===== config.mk =====
export PLATFORM = sky130hd
export DESIGN_NAME = pp_timer_seq
export DESIGN_NICKNAME = d
export VERILOG_FILES = /design/src/rtl/pp_seq_pkg.sv /design/src/rtl/pp_tick_gen.sv /design/src/rtl/pp_down_timer.sv /design/src/rtl/pp_timer_seq.sv
export SDC_FILE = /design/constraint.sdc
export NUM_CORES = 1
export LEC_CHECK = 0
export ABC_CLOCK_PERIOD_IN_PS = 3350
export BUFFER_PORTS_ARGS = -buffer_cell sky130_fd_sc_hd__buf_2
export CORE_ASPECT_RATIO = 1.5
export CORE_MARGIN = 4
export CORE_UTILIZATION = 57
export CTS_BUF_LIST = sky130_fd_sc_hd__clkbuf_4 sky130_fd_sc_hd__clkbuf_8
export DETAILED_ROUTE_END_ITERATION = 12
export HOLD_SLACK_MARGIN = 0.05
export PLACE_DENSITY = 0.85
export REMOVE_ABC_BUFFERS = 1
export SYNTH_ARGS = -nofsm -noshare
export SYNTH_HDL_FRONTEND = slang
export SYNTH_SLANG_ARGS = --single-unit
export TNS_END_PERCENT = 5

===== constraint.sdc =====
create_clock -name clk -period 3.35 [get_ports clk]
set_input_delay 0.335 -clock clk [delete_from_list [all_inputs] [get_ports clk]]
set_output_delay 0.335 -clock clk [all_outputs]
set_load 0.05 [all_outputs]

===== src/rtl/pp_seq_pkg.sv =====
package pp_seq_pkg;
  localparam logic [2:0] ADR_HOLD_A = 3'd0;
  localparam logic [2:0] ADR_HOLD_B = 3'd1;
  localparam logic [2:0] ADR_CTL_A  = 3'd2;
  localparam logic [2:0] ADR_CTL_B  = 3'd3;
  localparam logic [2:0] ADR_MODE   = 3'd4;

  localparam logic [1:0] SUB_NORMAL   = 2'b00;
  localparam logic [1:0] SUB_PINGPONG = 2'b01;

  localparam int CTL_EN     = 0;
  localparam int CTL_SINGLE = 1;
  localparam int CTL_CLR    = 2;
  localparam int CTL_INIT   = 3;
endpackage


===== src/rtl/pp_tick_gen.sv =====
module pp_tick_gen #(
  parameter int DIV = 4
) (
  input  logic clk,
  input  logic rst_n,
  input  logic active,
  output logic tick
);
  localparam int CW = (DIV > 1) ? $clog2(DIV) : 1;

  generate
    if (DIV == 1) begin : g_direct
      assign tick = active;
    end else begin : g_div
      logic [CW-1:0] div_q;
      always_ff @(posedge clk) begin
        if (!rst_n || !active) div_q <= '0;
        else if (div_q == CW'(DIV - 1)) div_q <= '0;
        else div_q <= div_q + 1'b1;
      end
      assign tick = active && (div_q == CW'(DIV - 1));
    end
  endgenerate
endmodule


===== src/rtl/pp_down_timer.sv =====
module pp_down_timer #(
  parameter int W = 8
) (
  input  logic         clk,
  input  logic         rst_n,
  input  logic         tick,
  input  logic         hold_we,
  input  logic [W-1:0] hold_d,
  input  logic         ctl_we,
  input  logic         ctl_en,
  input  logic         ctl_single,
  input  logic         ctl_clr_to,
  input  logic         ctl_init,
  input  logic         hw_start,
  output logic         run,
  output logic         tc,
  output logic         timeout,
  output logic         out
);
  logic [W-1:0] hold_q, cnt_q;
  logic         run_q, run_d, single_q, init_q, to_q;

  assign tc = run_q && tick && (cnt_q == W'(1));

  always_comb begin
    run_d = run_q;
    if (ctl_we)                run_d = ctl_en;
    else if (hw_start)         run_d = 1'b1;
    else if (tc && single_q)   run_d = 1'b0;
  end

  always_ff @(posedge clk) begin
    if (!rst_n) begin
      hold_q   <= '0;
      cnt_q    <= '0;
      run_q    <= 1'b0;
      single_q <= 1'b0;
      init_q   <= 1'b0;
      to_q     <= 1'b0;
    end else begin
      run_q <= run_d;
      if (hold_we) hold_q <= hold_d;
      if (ctl_we) begin
        single_q <= ctl_single;
        init_q   <= ctl_init;
      end
      if (run_d && !run_q)      cnt_q <= hold_q;
      else if (run_q && tick)   cnt_q <= (cnt_q == W'(1)) ? hold_q : cnt_q - 1'b1;
      if (tc)                       to_q <= 1'b1;
      else if (ctl_we && ctl_clr_to) to_q <= 1'b0;
    end
  end

  assign run     = run_q;
  assign timeout = to_q;
  assign out     = run_q ? ~init_q : init_q;


  timeout_set_chk: assert property (@(posedge clk) disable iff (!rst_n)
    tc |=> to_q);

  single_stop_chk: assert property (@(posedge clk) disable iff (!rst_n)
    (tc && single_q && !ctl_we && !hw_start) |=> !run_q);

  start_source_chk: assert property (@(posedge clk) disable iff (!rst_n)
    $rose(run_q) |-> ($past(ctl_we) || $past(hw_start)));
endmodule


===== src/rtl/pp_timer_seq.sv =====
module pp_timer_seq
  import pp_seq_pkg::*;
#(
  parameter int A_W      = 8,
  parameter int B_W      = 16,
  parameter int TICK_DIV = 4
) (
  input  logic           clk,
  input  logic           rst_n,
  input  logic           cfg_we,
  input  logic [2:0]     cfg_addr,
  input  logic [B_W-1:0] cfg_wdata,
  output logic           a_run,
  output logic           b_run,
  output logic           a_timeout,
  output logic           b_timeout,
  output logic           a_out,
  output logic           b_out
);
  logic       tick, a_tc, b_tc, pp;
  logic [1:0] mode_q;

  always_ff @(posedge clk) begin
    if (!rst_n) mode_q <= SUB_NORMAL;
    else if (cfg_we && cfg_addr == ADR_MODE) mode_q <= cfg_wdata[1:0];
  end

  assign pp = (mode_q == SUB_PINGPONG);

  pp_tick_gen #(.DIV(TICK_DIV)) u_tick (
    .clk(clk), .rst_n(rst_n), .active(a_run | b_run), .tick(tick)
  );

  pp_down_timer #(.W(A_W)) u_tmr_a (
    .clk(clk), .rst_n(rst_n), .tick(tick),
    .hold_we(cfg_we && cfg_addr == ADR_HOLD_A), .hold_d(cfg_wdata[A_W-1:0]),
    .ctl_we(cfg_we && cfg_addr == ADR_CTL_A),
    .ctl_en(cfg_wdata[CTL_EN]), .ctl_single(cfg_wdata[CTL_SINGLE]),
    .ctl_clr_to(cfg_wdata[CTL_CLR]), .ctl_init(cfg_wdata[CTL_INIT]),
    .hw_start(pp && b_tc),
    .run(a_run), .tc(a_tc), .timeout(a_timeout), .out(a_out)
  );

  pp_down_timer #(.W(B_W)) u_tmr_b (
    .clk(clk), .rst_n(rst_n), .tick(tick),
    .hold_we(cfg_we && cfg_addr == ADR_HOLD_B), .hold_d(cfg_wdata),
    .ctl_we(cfg_we && cfg_addr == ADR_CTL_B),
    .ctl_en(cfg_wdata[CTL_EN]), .ctl_single(cfg_wdata[CTL_SINGLE]),
    .ctl_clr_to(cfg_wdata[CTL_CLR]), .ctl_init(cfg_wdata[CTL_INIT]),
    .hw_start(pp && a_tc),
    .run(b_run), .tc(b_tc), .timeout(b_timeout), .out(b_out)
  );


  handover_ab_chk: assert property (@(posedge clk) disable iff (!rst_n)
    (a_tc && pp && !cfg_we) |=> b_run);

  handover_ba_chk: assert property (@(posedge clk) disable iff (!rst_n)
    (b_tc && pp && !cfg_we) |=> a_run);

  normal_no_handover_chk: assert property (@(posedge clk) disable iff (!rst_n)
    (a_tc && !pp && !cfg_we) |=> !$rose(b_run));
endmodule


==> flow_metrics.tcl <==
set metrics [dict create \
    ys_seq_area_frac 0.3938 \
    crit_required_ns 3.62 \
    ctsRootBufferMaster "clkbuf_8" \
    synth_edf_count 0 \
    synth_area_leaders "dfxtp_1 39%, nand2_1 12%, a21oi_1 7.4%, nor2_1 3.3%, mux2i_1 2.6%" \
    peakVddDrop_v 0.0004868 \
    r2r-start "u_tick.g_div.div_q[0]" \
    hold_path_depth 3 \
    htreeDepth 3 \
    drv_slew 0 \
    syn_to_final_growth_pct 13.49 \
    fp.dieH_um 97.60 \
    grt_max_degree 30 \
    synthMostInstantiatedCell "nand2_1" \
    grt_setup_unrepaired "false" \
    overflow 0 \
    routed_wl_mm 7.973 \
    utilization 0.6703 \
    power_uw 1608 \
    arrival_ns 2.94 \
    grtUsageTotal 0.2574 \
    crit_fanout 11 \
    nets 451 \
    r2r_cells 6 \
    clock_skew_ns 0.01023 \
    antenna_found_initial 0 \
    dp_cells 481 \
    hold_path.class "input port to flip-flop" \
    io_buffers 27 \
    final-hold-violation-count 0 \
    relSlewSlack 0.3332 \
    cts_resized 0 \
    ys_warn_count 0 \
    grt_pass1_vias 2945 \
    drive_gt1_frac 0.1375 \
    clock-sinks 60 \
    ys_types 63 \
    syn_area_um2 3050 \
    maxCapViolCount 0 \
    power.density_nw_per_um2 464.3 \
    finalSetupViolCount 0 \
    hold_buffers 0 \
    period_share 0.7958 \
    worstMarginPinSlew_ns 0.9926 \
    syn_inst 397 \
    clock_path_buffers 2 \
    cts_buffers 9 \
    vias 3012 \
    first_pass_iters 5 \
    ios 28 \
    syn_area_per_cell_um2 7.684 \
    drtAntennaViolNets 0 \
    drc 0 \
    path_class "flip-flop to flip-flop" \
    clk_pin_slew_ns 0.07 \
    antennaDiodeCount 0 \
    dp_hpwl_mm 5.761 \
    gp_congestion 0.9246 \
    fmax_mhz 375.1 \
    fin_tns_setup_ns 0 \
    cts_tree "built" \
    avgRoutedWirePerCell_um 16.04 \
    grt_pass1_wl_mm 13.25 \
    fin_crit_ns 2.666 \
    yosys.area.top_type_share 0.3938 \
    dpl_cell_area_um2 3227 \
    die_x_um 67.73 \
    start_kind "flip-flop" \
    worstHoldStart "cfg_wdata[13]" \
    leakage_uw 0.001351 \
    outcome "finished, final reports clean" \
    end_kind "flip-flop" \
    stdcell_count 497 \
    post_cts_buffers 0 \
    synth_seq_cells 60 \
    synth-main-ff-cell "dfxtp_1" \
    clock_latency_ns 0.34 \
    post_drt_via_cell_ratio 6.060 \
    design_area_um2 3462 \
    synth_common_cells "98 x nand2_1, 60 x dfxtp_1, 45 x a21oi_1" \
    num_rows 32 \
    core_um2 5165 \
    die_area_um2 6610 \
    critPathLaunch "u_tick.g_div.div_q[0]" \
    synth_area_leader_cell "dfxtp_1" \
    drt-initial-drc-count 270 \
    async_reset_ff_frac 0 \
    initial_utilization 0.5906 \
]
## final cells by class
| class | instances | area, µm² |
|---|---|---|
| multi-input combinational | 310 | 1719 |
| fill | 462 | 1703 |
| sequential | 60 | 1201 |
| timing repair buffer | 34 | 187.7 |
| clock buffer | 12 | 165.2 |
| tap | 68 | 85.08 |
| clock inverter | 4 | 70.07 |
| inverter | 9 | 33.78 |
## sequential cells by signal, summed over array words and instances, names as in the netlist
signal and count:
u_tmr_a.timeout 1, mode_q 2, u_tmr_b.hold_q 16, u_tmr_a.single_q 1, u_tmr_a.init_q 1, u_tmr_b.single_q 1, u_tick.g_div.div_q 2, u_tmr_b.timeout 1
u_tmr_a.cnt_q 8, u_tmr_a.run 1, u_tmr_b.run 1, u_tmr_a.hold_q 8, u_tmr_b.init_q 1, u_tmr_b.cnt_q 16
## where the power goes
part / internal [µW] / switching (µW)
combinational: 42.3 / 71.4
clock: 477 / 280
sequential: 726 / 11.2
total: 1250 / 363
## layout by cell type (no fill, tap or decap), types with 3 or more instances in the layout
cell type  Yosys  final
dfxtp_1       60     60
inv_1          9      9
o211ai_1       6      6
clkbuf_8       1     12
or3_1          4      4
o21ai_0       14     14
and3_1         3      3
nand2b_1       3      3
nand2_1       98     98
or4_1          6      6
buf_4          0      7
nor2_1        27     27
a31oi_1        6      6
nand3_1       13     13
mux2i_1        8      8
nor3_1         7      7
buf_2          1     27
o311ai_0       3      3
a21oi_1       45     45
o22ai_1        4      4
ha_1           5      5
nor4_1         7      7
## through the flow
stage	setup slack (ns)	hold slack, ns
after floorplan	0.8071	0.3992
after global placement	0.8397	0.4050
after detailed placement	0.7707	0.4162
after CTS	0.7409	0.2230
after global routing	0.5268	0.2266
final	0.6842	0.2300
## kinds of logic after synthesis
kind of cell               share of synthesized area
xor gates and xnor gates                    0.005743
adders and majority gates                    0.02051
buffers and inverters                        0.04430
and+or+nand+nor                               0.2908
muxes                                        0.02625
DFF                                           0.3938
AOI/OAI and AO/OA                             0.2186
## worst max-delay path, cell delays in order (launching register included)
cell and delay, ns:
dfxtp_1 0.33, ha_1 0.34, nand2_1 0.32, or4_1 0.66, o32a_1 0.53, or2_1 0.29
o21ai_1 0.14
## path summary, 6_finish.rpt
path | slack, ns | to
worst max register to register | 0.68 | u_tmr_a.cnt_q[6]
worst max-delay path | 0.68 | u_tmr_a.cnt_q[6]
worst min-delay path | 0.23 | u_tmr_b.hold_q[13]
worst min register to register | 0.43 | u_tick.g_div.div_q[0]
## metal layers
metal	track usage	wire, µm	share of wire	vias to the layer above
li1	-	-	-	1481
met1	0.2915	3200	0.40	1404
met2	0.4254	4054	0.51	102
met3	0.06250	413	0.052	25
met4	0.1422	304	0.038	0
met5	0	0	0	-
No activity file was read; power rests on OpenSTA's default activity.
